$ cat config.mk
export PLATFORM = sky130hd
export DESIGN_NAME = raster_timing_gen
export DESIGN_NICKNAME = d
export VERILOG_FILES = /design/src/rtl/rtg_pkg.sv /design/src/rtl/rtg_regs.sv /design/src/rtl/rtg_axis_cnt.sv /design/src/rtl/raster_timing_gen.sv
export SDC_FILE = /design/constraint.sdc
export NUM_CORES = 1
export LEC_CHECK = 0
export ABC_AREA = 1
export CORE_MARGIN = 1
export CORE_UTILIZATION = 65
export CTS_CLUSTER_SIZE = 25
export DETAILED_ROUTE_END_ITERATION = 8
export DONT_BUFFER_PORTS = 1
export PLACE_DENSITY_LB_ADDON = 0.25
export SLEW_MARGIN = 20
export SYNTH_ARGS = -nofsm -noshare
export SYNTH_HDL_FRONTEND = slang
export SYNTH_SLANG_ARGS = --single-unit
$ cat constraint.sdc
create_clock -name clk_i -period 15.2 [get_ports clk_i]
set_clock_uncertainty 0.05 [all_clocks]
set_input_delay 3.04 -clock clk_i [delete_from_list [all_inputs] [get_ports clk_i]]
set_output_delay 3.04 -clock clk_i [all_outputs]
set_load 0.01 [all_outputs]
$ cat src/rtl/rtg_pkg.sv
package rtg_pkg;
  localparam int REG_DW   = 32;
  localparam int REG_AW   = 3;
  localparam int ACT_W    = 16;
  localparam int BACK_W   = 10;
  localparam int SYNC_W   = 11;
  localparam int FRONT_W  = 11;

  typedef enum logic [REG_AW-1:0] {
    ADDR_SIZE = 3'd0,
    ADDR_HPAR = 3'd1,
    ADDR_VPAR = 3'd2,
    ADDR_POL  = 3'd3,
    ADDR_MODE = 3'd4
  } reg_addr_e;

  typedef struct packed {
    logic [BACK_W-1:0]  back;
    logic [SYNC_W-1:0]  sync;
    logic [FRONT_W-1:0] front;
    logic [ACT_W-1:0]   act;
  } axis_cfg_t;

  // porch word: back 31:22, sync 21:11, front 10:0
  function automatic axis_cfg_t unpack_axis(logic [REG_DW-1:0] porch_w,
                                            logic [ACT_W-1:0] act_len);
    axis_cfg_t c;
    c.back  = porch_w[31:22];
    c.sync  = porch_w[21:11];
    c.front = porch_w[10:0];
    c.act   = act_len;
    return c;
  endfunction
endpackage

$ cat src/rtl/rtg_regs.sv
module rtg_regs
  import rtg_pkg::*;
(
  input  logic              clk_i,
  input  logic              rst_ni,
  input  logic              we_i,
  input  logic [REG_AW-1:0] addr_i,
  input  logic [REG_DW-1:0] wdata_i,
  output logic              run_o,
  output axis_cfg_t         h_cfg_o,
  output axis_cfg_t         v_cfg_o,
  output logic [1:0]        pol_o
);
  logic [REG_DW-1:0] size_q, hpar_q, vpar_q;
  logic [1:0]        pol_q, pol_sh_q;
  logic              run_q;
  axis_cfg_t         h_sh_q, v_sh_q;

  always_ff @(posedge clk_i or negedge rst_ni) begin
    if (!rst_ni) begin
      size_q   <= '0;
      hpar_q   <= '0;
      vpar_q   <= '0;
      pol_q    <= '0;
      pol_sh_q <= '0;
      run_q    <= 1'b0;
      h_sh_q   <= '0;
      v_sh_q   <= '0;
    end else if (we_i) begin
      case (addr_i)
        ADDR_SIZE: size_q <= wdata_i;
        ADDR_HPAR: hpar_q <= wdata_i;
        ADDR_VPAR: vpar_q <= wdata_i;
        ADDR_POL:  pol_q  <= wdata_i[1:0];
        ADDR_MODE: begin
          if (wdata_i[0] && !run_q) begin
            run_q    <= 1'b1;
            h_sh_q   <= unpack_axis(hpar_q, size_q[ACT_W-1:0]);
            v_sh_q   <= unpack_axis(vpar_q, size_q[REG_DW-1:ACT_W]);
            pol_sh_q <= pol_q;
          end else if (!wdata_i[0]) begin
            run_q <= 1'b0;
          end
        end
        default: ;
      endcase
    end
  end

  assign run_o   = run_q;
  assign h_cfg_o = h_sh_q;
  assign v_cfg_o = v_sh_q;
  assign pol_o   = run_q ? pol_sh_q : pol_q;

  AST_CFG_HELD: assert property (@(posedge clk_i) disable iff (!rst_ni)
    run_q |=> (run_q ? $stable(h_sh_q) && $stable(v_sh_q) : 1'b1))
    else $error("shadow changed while running");
endmodule

$ cat src/rtl/rtg_axis_cnt.sv
module rtg_axis_cnt
  import rtg_pkg::*;
#(
  parameter int CNT_W = 18
) (
  input  logic             clk_i,
  input  logic             rst_ni,
  input  logic             clr_i,
  input  logic             step_i,
  input  axis_cfg_t        cfg_i,
  output logic [CNT_W-1:0] pos_o,
  output logic             wrap_o,
  output logic             sync_o,
  output logic             act_o,
  output logic [ACT_W-1:0] coord_o
);
  logic [CNT_W-1:0] pos_q, total, act_start, act_end;
  logic [CNT_W:0]   pos_nxt;
  logic             last;

  assign act_start = CNT_W'(cfg_i.sync) + CNT_W'(cfg_i.back);
  assign act_end   = act_start + CNT_W'(cfg_i.act);
  assign total     = act_end + CNT_W'(cfg_i.front);
  assign pos_nxt   = {1'b0, pos_q} + 1'b1;
  assign last      = pos_nxt >= {1'b0, total};
  assign wrap_o    = step_i && last;

  always_ff @(posedge clk_i or negedge rst_ni) begin
    if (!rst_ni)     pos_q <= '0;
    else if (clr_i)  pos_q <= '0;
    else if (step_i) pos_q <= last ? '0 : pos_nxt[CNT_W-1:0];
  end

  assign pos_o   = pos_q;
  assign sync_o  = pos_q < CNT_W'(cfg_i.sync);
  assign act_o   = (pos_q >= act_start) && (pos_q < act_end);
  assign coord_o = ACT_W'(pos_q - act_start);

  AST_POS_BOUND: assert property (@(posedge clk_i) disable iff (!rst_ni)
    (total != '0) |-> (pos_q < total))
    else $error("position beyond period");
  AST_WRAP_ZERO: assert property (@(posedge clk_i) disable iff (!rst_ni)
    wrap_o |=> (pos_q == '0))
    else $error("wrap did not return to zero");
endmodule

$ cat src/rtl/raster_timing_gen.sv
module raster_timing_gen
  import rtg_pkg::*;
#(
  parameter int CNT_W = 18
) (
  input  logic              clk_i,
  input  logic              rst_ni,
  input  logic              reg_we_i,
  input  logic [REG_AW-1:0] reg_addr_i,
  input  logic [REG_DW-1:0] reg_wdata_i,
  output logic              hsync_o,
  output logic              vsync_o,
  output logic              de_o,
  output logic [ACT_W-1:0]  x_o,
  output logic [ACT_W-1:0]  y_o
);
  localparam int N_SYNC = 2;

  logic             run;
  axis_cfg_t        h_cfg, v_cfg;
  logic [1:0]       pol;
  logic [CNT_W-1:0] h_pos, v_pos;
  logic             h_wrap, v_wrap, h_sync, v_sync, h_act, v_act;
  logic [ACT_W-1:0] h_coord, v_coord;
  logic [N_SYNC-1:0] sync_raw, sync_out;

  rtg_regs i_regs (
    .clk_i, .rst_ni,
    .we_i    (reg_we_i),
    .addr_i  (reg_addr_i),
    .wdata_i (reg_wdata_i),
    .run_o   (run),
    .h_cfg_o (h_cfg),
    .v_cfg_o (v_cfg),
    .pol_o   (pol)
  );

  rtg_axis_cnt #(.CNT_W(CNT_W)) i_hcnt (
    .clk_i, .rst_ni,
    .clr_i   (!run),
    .step_i  (run),
    .cfg_i   (h_cfg),
    .pos_o   (h_pos),
    .wrap_o  (h_wrap),
    .sync_o  (h_sync),
    .act_o   (h_act),
    .coord_o (h_coord)
  );

  rtg_axis_cnt #(.CNT_W(CNT_W)) i_vcnt (
    .clk_i, .rst_ni,
    .clr_i   (!run),
    .step_i  (h_wrap),
    .cfg_i   (v_cfg),
    .pos_o   (v_pos),
    .wrap_o  (v_wrap),
    .sync_o  (v_sync),
    .act_o   (v_act),
    .coord_o (v_coord)
  );

  assign sync_raw = {v_sync, h_sync};

  for (genvar g = 0; g < N_SYNC; g++) begin : g_pol
    assign sync_out[g] = (run & sync_raw[g]) ^ pol[g];
  end

  assign hsync_o = sync_out[0];
  assign vsync_o = sync_out[1];
  assign de_o    = run & h_act & v_act;
  assign x_o     = de_o ? h_coord : '0;
  assign y_o     = de_o ? v_coord : '0;

  AST_DE_IDLE: assert property (@(posedge clk_i) disable iff (!rst_ni)
    !run |-> !de_o)
    else $error("data enable while idle");
  AST_X_RANGE: assert property (@(posedge clk_i) disable iff (!rst_ni)
    de_o |-> (x_o < h_cfg.act) && (y_o < v_cfg.act))
    else $error("coordinate outside active area");
  AST_VSTEP: assert property (@(posedge clk_i) disable iff (!rst_ni)
    (run && !h_wrap) |=> $stable(v_pos))
    else $error("line advanced mid-line");
  AST_VWRAP_ON_LINE: assert property (@(posedge clk_i) disable iff (!rst_ni)
    v_wrap |-> h_wrap)
    else $error("frame wrap without line wrap");
endmodule

==> impl_metrics.ini, run 1 <==
[setup_path]
startpoint_type = flop
end_kind = output pin
reg2reg_slack_ps = 8540
ff2ff_path_depth = 31
cp.arrival_ps = 5810
r2r_start = i_regs.h_cfg_o[27]
worst_r2r_endpoint = i_vcnt.pos_o[3]
critical_path_class = reg2out
cp.required_ps = 12110
worstPathMaxFanout = 30

[status]
status = complete, no violations

[place]
place_ws_ps = 6993
dp_hpwl_mm = 35.12
globalplace.congestion = 0.9192
port_buffers = 0
dpl-instance-area_um2 = 16810

[layout]
nets = 2276
syn_to_final_growth_pct = 6.893
fin_area_um2 = 17750
num_antenna_cells = 0
drive_gt1_frac = 0.08470

[pwr]
swShare = 0.5079
ir_worst_vdd_mv = 0.1484
power_w = 0.004440
clkPwrFrac = 0.149
seqPwrFrac = 0.192
p_leak_nw = 9.767
power_density_nw_per_um2 = 250.1
p_switching_w = 0.002255
combPwrFrac = 0.658
p_int_w = 0.002185

[global_route]
grt_pass1_vias = 13393
grt.overflow.total = 0
grtUsageTotal = 0.3533
grt_pass1_wl_mm = 71.68
grt_max_degree = 234
antenna_found_initial = 0

[synth]
syn_area_per_cell_um2 = 8.047
synth_seq_cells = 233
synthFlopType = dfrtp_1
postSynthCellCount = 2064
synth_top_area_cell = dfrtp_1
yosysWarnings = 0
synthesis.area_um2 = 16610
yosysUniqueCellTypes = 53
yosysMostFrequentCell = nand2_1
seq_area_frac_synth = 0.3511
netlist.area_leader.share = 0.3511
synthTopCellsByCount = nand2_1 (429), inv_1 (259), dfrtp_1 (233), ha_1 (184), nor2_1 (160)
synthTopCellsByArea = dfrtp_1 (35%), ha_1 (14%), nand2_1 (9.7%), inv_1 (5.9%), o21ai_0 (4.4%)
synth_edf_count = 0
ys_async_sr_fraction = 1.000

[clock_tree]
cts.clk_slew.worst_paths_ps = 60
numCtsBuffers = 26
cts_max_path_buffers = 3
cts_setup_buffers = 0
cts-root-buf = clkbuf_16
ctsHoldBuffers = 0
clock_sinks = 233
tritoncts = built
clk_latency_ps = 550
htree_levels = 1
post_cts_resized = 0

[timing]
setup_slack_ps = 6298
setup_tns_ps = 0
fin_crit_sh = 0.5857
max_freq_mhz = 112.3
slew_headroom = 0.3553
timing_hold_violations_final = 0
finalMaxSlewViolations = 0
tightestPinTransition_ps = 967.0
fin_crit_ps = 8902
finalSetupViolCount = 0
rsz0062_at_grt = no
fin_hold_ws_ps = 437.2

[die]
die_h_um = 161.9
fp.dieArea_um2 = 26200
rows = 58
io_pins = 73
die_x_um = 161.9
initial_utilization = 0.6615
core_um2 = 25110

[flow_run]
maxCapViolations = 0

[route]
dr.first_iter.drc_count = 1140
wl_per_cell_um = 18.84
dr.pass1.iters = 8
ant_nets = 0
route.vias.total = 14082
via_per_inst = 5.877
drc_errors = 0
finalWirelength_mm = 45.15

[min_path]
worstHoldEndpoint = i_regs.size_q[8]
min_path_type = reg2reg
worstHoldStart = i_regs.size_q[8]
hold_depth = 2
registers in the layout, indices dropped and copies added, names as in the netlist:
signal and cells:
i_regs.hpar_q 32, i_regs.vpar_q 32, i_regs.pol_q 2, i_hcnt.pos_o 18
i_regs.v_cfg_o 48, i_regs.size_q 32, i_regs.h_cfg_o 48, i_regs.run_o 1
i_vcnt.pos_o 18, i_regs.pol_sh_q 2
power groups by stage:
stage	clock, W	sequential [W]	combinational (W)
after global routing	0.000692	0.000867	0.00333
final	0.000663	0.000854	0.00292
after floorplan	0	0.000816	0.00218
after CTS	0.000666	0.000851	0.00288
after global placement	0	0.000854	0.00280
after detailed placement	0	0.000860	0.00286
worst max-delay path, cell delays in order, from the launching register on:
cell	delay, ps
dfrtp_1	390
ha_1	230
fa_1	420
nand4_1	110
nand3_1	110
a21boi_0	340
nor2_1	70
o21ai_0	310
nand2_1	120
nand2_1	80
nand2_1	50
ha_1	330
a21oi_1	200
o21ai_0	150
a21oi_1	210
nand2_1	70
nand2_1	60
nand2_1	110
ha_1	330
a21oi_1	160
o21ai_0	90
a311oi_1	230
nand2_1	130
nor2_4	250
inv_2	390
nor2_2	290
worst max-delay path by stage:
stage               slack, ps  cells after the start          startpoint       to
finish                   6300                     25  i_regs.h_cfg_o[27]   x_o[6]
global route             5900                     25  i_regs.h_cfg_o[27]  x_o[15]
CTS                      6360                     25  i_regs.h_cfg_o[27]   x_o[6]
detailed placement       6990                     25  i_regs.h_cfg_o[27]   x_o[6]
global placement         7170                     25  i_regs.h_cfg_o[27]   x_o[3]
floorplan                7940                     26  i_regs.h_cfg_o[27]   x_o[0]
through the flow:
| stage | util | instances |
|---|---|---|
| floorplan | - | 2065 |
| global placement | 0.6695 | 2348 |
| detailed placement | 0.6695 | 2348 |
| CTS | 0.7063 | 2396 |
| global route | 0.7070 | 2396 |
| finish | 0.7070 | 2396 |
cell type report:
type                       count  area, um^2
clock buffer                  35       764.5
inverter                     265       994.7
clock inverter                13       160.2
multi-input combinational   1519        9583
sequential                   233        5831
timing repair buffer           1       7.507
fill                        2079        7356
tap                          330       412.9
cells in the final DEF, fill, tap and decap left out, drive strengths merged, types with 6 or more instances in the layout:
cell	n
ha	184
inv	265
a21boi	6
nor2	191
fa	8
nand3	116
clkbuf	35
mux2	65
o21ai	151
a21o	13
xnor2	29
dfrtp	233
o21bai	7
xor2	80
nor3	25
nor4	8
clkinv	10
nand4	27
a21oi	140
nand2	431
routing by layer:
| layer | up-vias | track usage | wire length, um |
|---|---|---|---|
| li1 | 6757 | - | - |
| met1 | 6744 | 0.5286 | 20740 |
| met2 | 511 | 0.5402 | 19740 |
| met3 | 70 | 0.04213 | 3477 |
| met4 | 0 | 0.09734 | 1183 |
| met5 | - | 0 | 0 |
cell families (layout without fill, tap and decap cells):
kind of cell,after synthesis,after routing,share of synthesized area
buffers and inverters,313,314,0.07458
muxes,65,65,0.04407
adders and majority gates,192,192,0.1483
DFF,233,233,0.3511
other,1,2,0.0002258
and+or+nand+nor,804,804,0.2091
AOI/OAI and AO/OA,347,347,0.1152
xor gates and xnor gates,109,109,0.05748
(Power assumes the default switching activity.)
==> run 2: changes to the inputs <==
--- a/config.mk
+++ b/config.mk
@@ -7,7 +7,7 @@
 export LEC_CHECK = 0
 export ABC_AREA = 1
 export CORE_MARGIN = 1
-export CORE_UTILIZATION = 65
+export CORE_UTILIZATION = 59
 export CTS_CLUSTER_SIZE = 25
 export DETAILED_ROUTE_END_ITERATION = 8
 export DONT_BUFFER_PORTS = 1
==> constraint.sdc (replaced) <==
create_clock -name clk_i -period 7.2 [get_ports clk_i]
set_clock_uncertainty 0.05 [all_clocks]
set_input_delay 1.44 -clock clk_i [delete_from_list [all_inputs] [get_ports clk_i]]
set_output_delay 1.44 -clock clk_i [all_outputs]
set_load 0.01 [all_outputs]
==> run 2 against run 1 <==
  * Register-to-register slack got worse by 7900 ps
  * Global-route usage decreased by 3.6 points
  * Die area increased by 10%
  * Critical path type unchanged
  * Highest routed layer unchanged
  * Routed wire length decreased by 0.58%
  * Cell area increased by 0.11%
  * Sequential share of layout area about the same
  * Final cell count increased by 2.0%
==> impl_metrics.ini, run 2 (same netlist as run 1, synthesis figures left out) <==
[status]
status = complete, no violations

[clock_tree]
numCtsBuffers = 26
tritoncts = built
ctsHoldBuffers = 0
htree_levels = 1
cts-root-buf = clkbuf_16
clock_sinks = 233
cts.clk_slew.worst_paths_ps = 60
clk_latency_ps = 560
cts_max_path_buffers = 3

[setup_path]
startpoint_type = flop
worst_path_largest_cell_delay_ps = 440
worstPathMaxFanout = 30
end_kind = output pin
cpMaxStageDelayCell = xor2_1
path_delay_family = simple AND/OR/NAND/NOR gates
cp.required_ps = 5710
cp.arrival_ps = 5380
crit_chain = ha_1 > fa_1 > nand4_1 > nand3_1 > a21boi_1 > xor2_1 > inv_1 > ha_1 > a21oi_1 > o21ai_0 > a21o_1 > xnor2_1 > ha_1 > nand2_1 > nor2_1 > nor3_1 > nand2_1 > nand2_1 > nand2_1 > nand2_1 > nand2_1 > nor2_4 > inv_6 > nor2_2
worst-path-buf-inv = 2
critical_path_class = reg2out
crit_top_cell = nand2_1

[timing]
rsz0062_at_grt = no
timing_hold_violations_final = 0
slew_headroom = 0.4016
finalSetupViolCount = 0
setup_tns_ps = 0
fin_crit_sh = 0.9538
finalMaxSlewViolations = 0
fin_crit_ps = 6867
tightestPinTransition_ps = 897.6
max_freq_mhz = 145.6

[pwr]
p_leak_nw = 9.735
power_density_nw_per_um2 = 518.6
power_w = 0.009217
ir_worst_vdd_mv = 0.2696

[global_route]
grt_pass1_wl_mm = 70.64
grt_max_degree = 234
grt.overflow.total = 0
grtUsageTotal = 0.3169
grt_pass1_vias = 13112
antenna_found_initial = 0

[die]
initial_utilization = 0.5995
io_pins = 73
die_h_um = 169.8
fp.dieArea_um2 = 28830
rows = 61
core_um2 = 27710
die_x_um = 169.8

[route]
dr.first_iter.drc_count = 976
drc_errors = 0
met1Wirelength_mm = 21.58
wl_per_cell_um = 18.36
finalWirelength_mm = 44.89
routed.top_layer = met4
route.vias.total = 13879
dr.pass1.iters = 5
via_per_inst = 5.676
wl_met3_mm = 2.679
dr_wl_met2_mm = 19.85
ant_nets = 0

[place]
globalplace.congestion = 0.9168
port_buffers = 0
dp_hpwl_mm = 34.86

[layout]
num_antenna_cells = 0
layout_common_cells = nand2_1 (427), inv_1 (259), dfrtp_1 (233)
nets = 2279
syn_to_final_growth_pct = 7.006
n_fill_cell = 2409
layout_commonest_cell = nand2_1
drive_gt1_frac = 0.08515

[flow_run]
maxCapViolations = 0

[min_path]
min_path_type = reg2reg
run 2: cell types whose count changed in the layout (fill, tap and decap cells not counted), sizes merged:
cell	before	now
clkbuf	35	37
clkinv	10	7
bufinv	2	0
clkinvlp	1	2
buf	1	4
run 2: path summary, 6_finish.rpt:
kind                                     from            endpoint  slack [ps]  cells after the start
max                        i_regs.h_cfg_o[27]              x_o[4]         330                     24
min                         i_regs.hpar_q[22]   i_regs.hpar_q[22]         430                      2
max reg2reg                i_regs.h_cfg_o[27]     i_vcnt.pos_o[1]         690                     34
min reg2reg                 i_regs.hpar_q[22]   i_regs.hpar_q[22]         430                      2
max in group asynchronous              rst_ni  i_regs.h_cfg_o[19]        6010                      0
min in group asynchronous              rst_ni     i_vcnt.pos_o[4]         540                      0
run 2: metal layers:
| metal | vias to the layer above | GRT usage |
|---|---|---|
| met1 | 6659 | 0.4701 |
| met2 | 387 | 0.4980 |
| met5 | - | 0 |
| li1 | 6778 | - |
| met3 | 55 | 0.03591 |
| met4 | 0 | 0.06463 |
run 2: layout make-up:
| type | count | area [um^2] | share of cell area |
|---|---|---|---|
| multi-input cells | 1519 | 9594 | 0.5398 |
| flip-flops and latches | 233 | 5831 | 0.3281 |
| inverters | 265 | 999.7 | 0.05625 |
| clock buffers | 37 | 762.0 | 0.04288 |
| well taps | 378 | 473.0 | 0.02661 |
| clock inverters | 9 | 82.58 | 0.004647 |
| repair buffers | 4 | 30.03 | 0.001690 |
run 2: where the power goes:
part,switching [W],total [W],internal [W]
sequential,0.000224,0.00180,0.00158
combinational,0.00390,0.00611,0.00221
clock,0.000569,0.00131,0.000740
total,0.00469,0.00922,0.00453
run 2: tightest hold or removal path: stages, from the launching register on:
cell,delay [ps]
dfrtp_1,340
nand2_1,50
o21ai_0,60
run 2: timing repair:
item                                   4_1_cts  5_1_grt
endpoints found under the hold margin        0        0
pin swaps                                    0        2
resized for setup                            1        7
setup endpoints to repair                   24       32
setup buffers                                0        1
run 2: metrics by stage:
step	instances	util	hold WS, ps	setup WS [ps]	instance area [um^2]
CTS	2444	0.6401	434.5	150.2	17730
global route	2445	0.6415	458.5	9.217	17770
finish	2445	0.6415	430.2	332.7	17770
floorplan	2065	-	399.2	1537	16610
detailed placement	2398	0.6095	419.1	622.3	16890
global placement	2398	0.6095	412.1	711.2	16890
